==> src/rtl/trp_pkg.sv <==
package trp_pkg;

    localparam logic [1:0] LVL_USR = 2'd0;
    localparam logic [1:0] LVL_SUP = 2'd1;
    localparam logic [1:0] LVL_MCH = 2'd3;

    localparam int CAUSE_W = 5;
    localparam logic [CAUSE_W-1:0] CAUSE_MISAL = 5'd0;
    localparam logic [CAUSE_W-1:0] CAUSE_ILL   = 5'd2;
    localparam logic [CAUSE_W-1:0] CAUSE_VIRT  = 5'd22;

    typedef enum logic {
        RK_MACH = 1'b0,
        RK_SUP  = 1'b1
    } ret_kind_e;

    typedef struct packed {
        logic       mie;
        logic       mpie;
        logic [1:0] mpp;
        logic       mpv;
        logic       sie;
        logic       spie;
        logic       spp;
        logic       spv;
    } stat_t;

endpackage

==> src/rtl/trp_fault.sv <==
module trp_fault
    import trp_pkg::*;
(
    input  ret_kind_e            kind,
    input  logic [1:0]           priv,
    input  logic                 virt,
    input  logic                 cfg_rvc,
    input  logic                 cfg_hyp,
    input  logic                 cfg_pmp_nz,
    input  logic [1:0]           mpp,
    input  logic                 tsr,
    input  logic                 vtsr,
    input  logic [1:0]           tgt_lo,
    output logic                 fault,
    output logic [CAUSE_W-1:0]   cause
);

    logic misal;

    always_comb begin
        misal = !cfg_rvc && (tgt_lo != 2'b00);
        fault = 1'b0;
        cause = CAUSE_MISAL;
        if (kind == RK_MACH) begin
            if (priv != LVL_MCH) begin
                fault = 1'b1;
                cause = CAUSE_ILL;
            end else if (misal) begin
                fault = 1'b1;
                cause = CAUSE_MISAL;
            end else if (!cfg_pmp_nz && (mpp != LVL_MCH)) begin
                fault = 1'b1;
                cause = CAUSE_ILL;
            end
        end else begin
            if (priv < LVL_SUP) begin
                fault = 1'b1;
                cause = CAUSE_ILL;
            end else if (misal) begin
                fault = 1'b1;
                cause = CAUSE_MISAL;
            end else if (tsr && (priv != LVL_MCH)) begin
                fault = 1'b1;
                cause = CAUSE_ILL;
            end else if (cfg_hyp && virt && vtsr) begin
                fault = 1'b1;
                cause = CAUSE_VIRT;
            end
        end
    end

endmodule

==> src/rtl/trp_upd.sv <==
module trp_upd
    import trp_pkg::*;
(
    input  ret_kind_e   kind,
    input  logic        virt,
    input  logic        cfg_hyp,
    input  stat_t       st_in,
    output stat_t       st_out,
    output logic [1:0]  priv_nx,
    output logic        virt_nx
);

    logic hyp_host;

    always_comb begin
        hyp_host = cfg_hyp && !virt;
        st_out   = st_in;
        priv_nx  = st_in.mpp;
        virt_nx  = virt;
        if (kind == RK_MACH) begin
            st_out.mie  = st_in.mpie;
            st_out.mpie = 1'b1;
            st_out.mpp  = LVL_USR;
            st_out.mpv  = 1'b0;
            priv_nx     = st_in.mpp;
            if (cfg_hyp) begin
                virt_nx = st_in.mpv;
            end
        end else begin
            st_out.sie  = st_in.spie;
            st_out.spie = 1'b1;
            st_out.spp  = 1'b0;
            priv_nx     = {1'b0, st_in.spp};
            if (hyp_host) begin
                st_out.spv = 1'b0;
                virt_nx    = st_in.spv;
            end
        end
    end

endmodule

==> src/rtl/trp_ret_unit.sv <==
module trp_ret_unit
    import trp_pkg::*;
#(
    parameter int XLEN = 32
) (
    input  logic               clk,
    input  logic               rst,
    input  logic               ret_req,
    input  logic               ret_kind,
    input  logic               cfg_rvc,
    input  logic               cfg_hyp,
    input  logic               cfg_pmp_nz,
    input  logic               st_mie_i,
    input  logic               st_mpie_i,
    input  logic [1:0]         st_mpp_i,
    input  logic               st_mpv_i,
    input  logic               st_sie_i,
    input  logic               st_spie_i,
    input  logic               st_spp_i,
    input  logic               st_tsr_i,
    input  logic               hs_spv_i,
    input  logic               hs_vtsr_i,
    input  logic [XLEN-1:0]    mepc_i,
    input  logic [XLEN-1:0]    sepc_i,
    output logic [1:0]         priv_o,
    output logic               virt_o,
    output logic               st_wr_o,
    output logic               nx_mie_o,
    output logic               nx_mpie_o,
    output logic [1:0]         nx_mpp_o,
    output logic               nx_mpv_o,
    output logic               nx_sie_o,
    output logic               nx_spie_o,
    output logic               nx_spp_o,
    output logic               nx_spv_o,
    output logic               redir_vld_o,
    output logic [XLEN-1:0]    redir_pc_o,
    output logic               exc_vld_o,
    output logic [CAUSE_W-1:0] exc_cause_o
);

    typedef struct packed {
        logic [1:0]         priv;
        logic               virt;
        logic               wr;
        stat_t              stat;
        logic               rv;
        logic [XLEN-1:0]    pc;
        logic               ev;
        logic [CAUSE_W-1:0] cause;
    } reg_t;

    reg_t r_d, r_q;

    ret_kind_e          kind;
    stat_t              st_cur;
    stat_t              st_new;
    logic [XLEN-1:0]    tgt_pc;
    logic               fault;
    logic [CAUSE_W-1:0] fault_cause;
    logic [1:0]         priv_nx;
    logic               virt_nx;

    assign kind   = ret_kind_e'(ret_kind);
    assign tgt_pc = (kind == RK_MACH) ? mepc_i : sepc_i;

    assign st_cur = '{mie:  st_mie_i,  mpie: st_mpie_i, mpp: st_mpp_i,
                      mpv:  st_mpv_i,  sie:  st_sie_i,  spie: st_spie_i,
                      spp:  st_spp_i,  spv:  hs_spv_i};

    trp_fault u_fault (
        .kind       (kind),
        .priv       (r_q.priv),
        .virt       (r_q.virt),
        .cfg_rvc    (cfg_rvc),
        .cfg_hyp    (cfg_hyp),
        .cfg_pmp_nz (cfg_pmp_nz),
        .mpp        (st_mpp_i),
        .tsr        (st_tsr_i),
        .vtsr       (hs_vtsr_i),
        .tgt_lo     (tgt_pc[1:0]),
        .fault      (fault),
        .cause      (fault_cause)
    );

    trp_upd u_upd (
        .kind    (kind),
        .virt    (r_q.virt),
        .cfg_hyp (cfg_hyp),
        .st_in   (st_cur),
        .st_out  (st_new),
        .priv_nx (priv_nx),
        .virt_nx (virt_nx)
    );

    always_comb begin
        r_d       = r_q;
        r_d.wr    = 1'b0;
        r_d.rv    = 1'b0;
        r_d.pc    = '0;
        r_d.ev    = 1'b0;
        r_d.cause = '0;
        if (ret_req) begin
            if (fault) begin
                r_d.ev    = 1'b1;
                r_d.cause = fault_cause;
            end else begin
                r_d.wr   = 1'b1;
                r_d.stat = st_new;
                r_d.priv = priv_nx;
                r_d.virt = virt_nx;
                r_d.rv   = 1'b1;
                r_d.pc   = tgt_pc;
            end
        end
    end

    always_ff @(posedge clk) begin
        if (rst) begin
            r_q      <= '0;
            r_q.priv <= LVL_MCH;
        end else begin
            r_q <= r_d;
        end
    end

    assign priv_o      = r_q.priv;
    assign virt_o      = r_q.virt;
    assign st_wr_o     = r_q.wr;
    assign nx_mie_o    = r_q.stat.mie;
    assign nx_mpie_o   = r_q.stat.mpie;
    assign nx_mpp_o    = r_q.stat.mpp;
    assign nx_mpv_o    = r_q.stat.mpv;
    assign nx_sie_o    = r_q.stat.sie;
    assign nx_spie_o   = r_q.stat.spie;
    assign nx_spp_o    = r_q.stat.spp;
    assign nx_spv_o    = r_q.stat.spv;
    assign redir_vld_o = r_q.rv;
    assign redir_pc_o  = r_q.pc;
    assign exc_vld_o   = r_q.ev;
    assign exc_cause_o = r_q.cause;

endmodule

==> config.mk <==
export PLATFORM = sky130hd
export DESIGN_NAME = trp_ret_unit
export DESIGN_NICKNAME = d
export VERILOG_FILES = /design/src/rtl/trp_pkg.sv /design/src/rtl/trp_fault.sv /design/src/rtl/trp_upd.sv /design/src/rtl/trp_ret_unit.sv
export SDC_FILE = /design/constraint.sdc
export NUM_CORES = 1
export LEC_CHECK = 0
export BUFFER_PORTS_ARGS = -buffer_cell sky130_fd_sc_hd__buf_2
export CORE_ASPECT_RATIO = 0.9
export CORE_MARGIN = 2
export CORE_UTILIZATION = 38
export CTS_CLUSTER_DIAMETER = 150
export DETAILED_ROUTE_END_ITERATION = 16
export PLACE_DENSITY = 0.77
export REMOVE_ABC_BUFFERS = 1
export SLEW_MARGIN = 10
export SYNTH_ARGS = -nofsm -noshare
export SYNTH_HDL_FRONTEND = slang
export SYNTH_SLANG_ARGS = --single-unit
==> constraint.sdc <==
create_clock -name clk -period 1.9 [get_ports clk]
set_clock_uncertainty 0.2 [all_clocks]
set_input_delay 0.475 -clock clk [delete_from_list [all_inputs] [get_ports clk]]
set_output_delay 0.475 -clock clk [all_outputs]
set_load 0.01 [all_outputs]
==> flow_summary.toml <==
[route]
wl_per_cell_microns = 12.4
ant_nets = 0
routed_wirelength_mm = 5.05
num_vias = 1910
drc = 0
drt_pass1_iterations = 4
drt_iter0_drc = 81
vias_per_cell = 4.67

[pwr]
max-vdd-ir-drop_uv = 407
p_leak_nw = 1.59
p_per_area_nw_per_um2 = 720

[timing]
fmax_mhz = 553
min_period_ps = 1810
slew_headroom_pct = 67.4
min_period_over_period_pct = 95.1
hold_viol = 0
setup_viol = 0
tns_ps = 0
tightest_slew_ps = 483
drv_slew = 0
hold_slack_ps = 208
rsz0062_at_grt = "false"

[yosys]
synth_area_sq_um = 2080
yosys.area.top_type = "dfxtp_1"
ys_warn_count = 0
seq_area_frac_synth_pct = 46.1
syn_inst = 199
ys_ff_latch = 48
synthDistinctLibCells = 36
synth_area_per_cell_sq_um = 10.5
synth.top_cell.area_share_pct = 46.1
yosys-top-cells-area = "dfxtp_1, mux2i_1, nor2_2"

[critical_path]
ff2ff_setup_slack_ps = 90
r2r-start = "priv_o[1]"
crit_type = "reg -> reg"
worstPathRequired_ps = 1930
r2r-end = "redir_pc_o[16]"
cp.arrival_ps = 1840
critPathCaptureType = "register"
startpoint = "priv_o[1]"
reg2reg_depth = 4
startpoint_type = "register"
cp_max_fo = 15

[placement]
place_inst = 401
postPlaceCellArea_sq_um = 2880
dp.final_hpwl_mm = 3.98
gp_congestion = 0.813
io_buffers = 131

[grt]
grt_pass1_vias = 1702
antenna_found_initial = 0
grt_pass1_wl_mm = 7.25
grt_usage_pct = 15.7
grt_max_degree = 23
overflow = 0

[clocking]
clkTransAtPathRegs_ps = 90
numClockSinks = 48
cts_tree = "done"
cts_buffer_depth = 2
htreeDepth = 2
clkLatencyLatePin_ps = 290
cts_made_buffers = 5
cts-root-buf = "clkbuf_8"
cts-hold-fix-buffers = 0

[finish]
fin_area_sq_um = 3000
fillCellCount = 482
finalNetCount = 423
diodes = 0
final_cell_count_no_fill = 409
drive_above_1_share_pct = 53.2
multi_input_area_sq_um = 1010
synthToLayoutAreaGrowth_pct = 43.9
seqCellArea_sq_um = 962

[floorplanning]
io_pins = 134
die_h_microns = 74.3
die_x_microns = 82.1
rows = 25
core_area_sq_um = 5290
die_area_sq_um = 6090
initial_utilization_pct = 39.4

[job]
drv_cap = 0

[min_path]
hp-start = "mepc_i[22]"
hold_end = "redir_pc_o[22]"
min_path_cells = 3
hp-class = "in -> reg"

[status]
status = "finished clean"
[placed cells by master, fill, tap and decap left out, types with 2 or more instances in the layout]
cell type | netlist | layout
buf_2 | 1 | 131
dfxtp_1 | 48 | 47
mux2i_1 | 43 | 43
nor2_2 | 20 | 20
nor2_1 | 19 | 19
buf_4 | 6 | 16
nand2b_1 | 9 | 9
nand2_1 | 6 | 6
a21oi_1 | 5 | 5
clkbuf_8 | 0 | 5
nor3_1 | 3 | 3
inv_1 | 3 | 3
nor2b_1 | 3 | 3
clkinv_2 | 1 | 2
a2111o_1 | 2 | 2
o21bai_1 | 2 | 2
mux2_1 | 2 | 2
conb_1 | 1 | 2
buf_12 | 0 | 2
[flip-flops by register name, indices dropped and copies added (netlist names)]
signal,cells
virt_o,1
exc_vld_o,1
nx_spv_o,1
exc_cause_o,2
nx_mpie_o,1
nx_spie_o,1
nx_mie_o,1
nx_mpv_o,1
nx_sie_o,1
nx_spp_o,1
nx_mpp_o,2
redir_pc_o,32
st_wr_o,1
priv_o,2
[routing by layer]
layer | share of wire, % | vias up | global-route usage, %
li1 | - | 953 | -
met1 | 39 | 859 | 18.3
met2 | 50 | 94 | 26.9
met3 | 9.9 | 4 | 5.70
met4 | 0.89 | 0 | 4.63
met5 | 0 | - | 0
[repair_timing]
action | CTS | global route
hold endpoints to repair | 0 | 0
setup endpoints to repair | 0 | 6
setup buffers | 0 | 0
gates resized for setup | 0 | 3
[cells in the mapped netlist (all sizes together)]
cell type and instances:
mux2 2, and2 1, clkbuf 4, mux2i 43, o211ai 1, nor2 39, nand3b 1, nand4 1
nor2b 3, a2111o 2, a221oi 1, o211a 1, a211o 1, inv 3, a31oi 1, nor3 3
nor3b 1, nand4b 1, nand2b 9, and2b 1, clkinv 1, maj3 1, a211oi 2, dfxtp 48
conb 1, buf 11, a311o 1, nor4 1, nand2 6, a21oi 5, o311ai 1, o21bai 2
[power breakdown]
group          total, W  internal, W  leakage, nW  switching [W]
Sequential      0.00106      0.00104        0.390      0.0000178
Combinational  0.000387     0.000201         1.14       0.000187
Clock          0.000711     0.000391       0.0552       0.000320
[worst max path at each step]
stage | end | slack, ps | depth (start not counted)
3_5_place_dp | nx_mpp_o[0] | -200 | 6
3_3_place_gp | nx_spp_o | -110 | 6
5_1_grt | redir_pc_o[25] | 10 | 5
4_1_cts | redir_pc_o[25] | 90 | 4
6_report | redir_pc_o[16] | 90 | 4
2_1_floorplan | redir_pc_o[15] | -490 | 4
[cell families (layout without fill, tap and decap cells)]
family | after synthesis | after routing | synth area share (%)
simple gates | 67 | 67 | 17.9
mux | 45 | 45 | 21.7
flops | 48 | 48 | 46.1
buf+inv | 19 | 161 | 6.06
fa+ha+maj | 1 | 1 | 0.480
other cells | 1 | 2 | 0.180
compound gates | 18 | 18 | 7.50
[critical path, cell delays in order (launching register included)]
cell and delay, ps:
dfxtp_1 520, o211ai_4 160, a2111o_1 540, buf_12 200, nor2_1 110
[cell type report]
type,count,share of cell area [%]
multi-input combinational,133,33.8
tap,67,2.80
timing repair buffer,149,27.2
sequential,48,32.1
clock buffer,6,2.42
inverter,4,0.542
clock inverter,2,1.17
[stage by stage]
| stage | total power [W] | setup slack (ps) | utilization [%] |
|---|---|---|---|
| 3_5_place_dp | 0.00147 | -197 | 54.4 |
| 2_1_floorplan | 0.00126 | -487 | - |
| 6_report | 0.00216 | 92.7 | 56.7 |
| 3_3_place_gp | 0.00146 | -113 | 54.4 |
| 4_1_cts | 0.00220 | 89.6 | 56.5 |
| 5_1_grt | 0.00228 | 11.0 | 56.7 |
(Power assumes the default switching activity.)
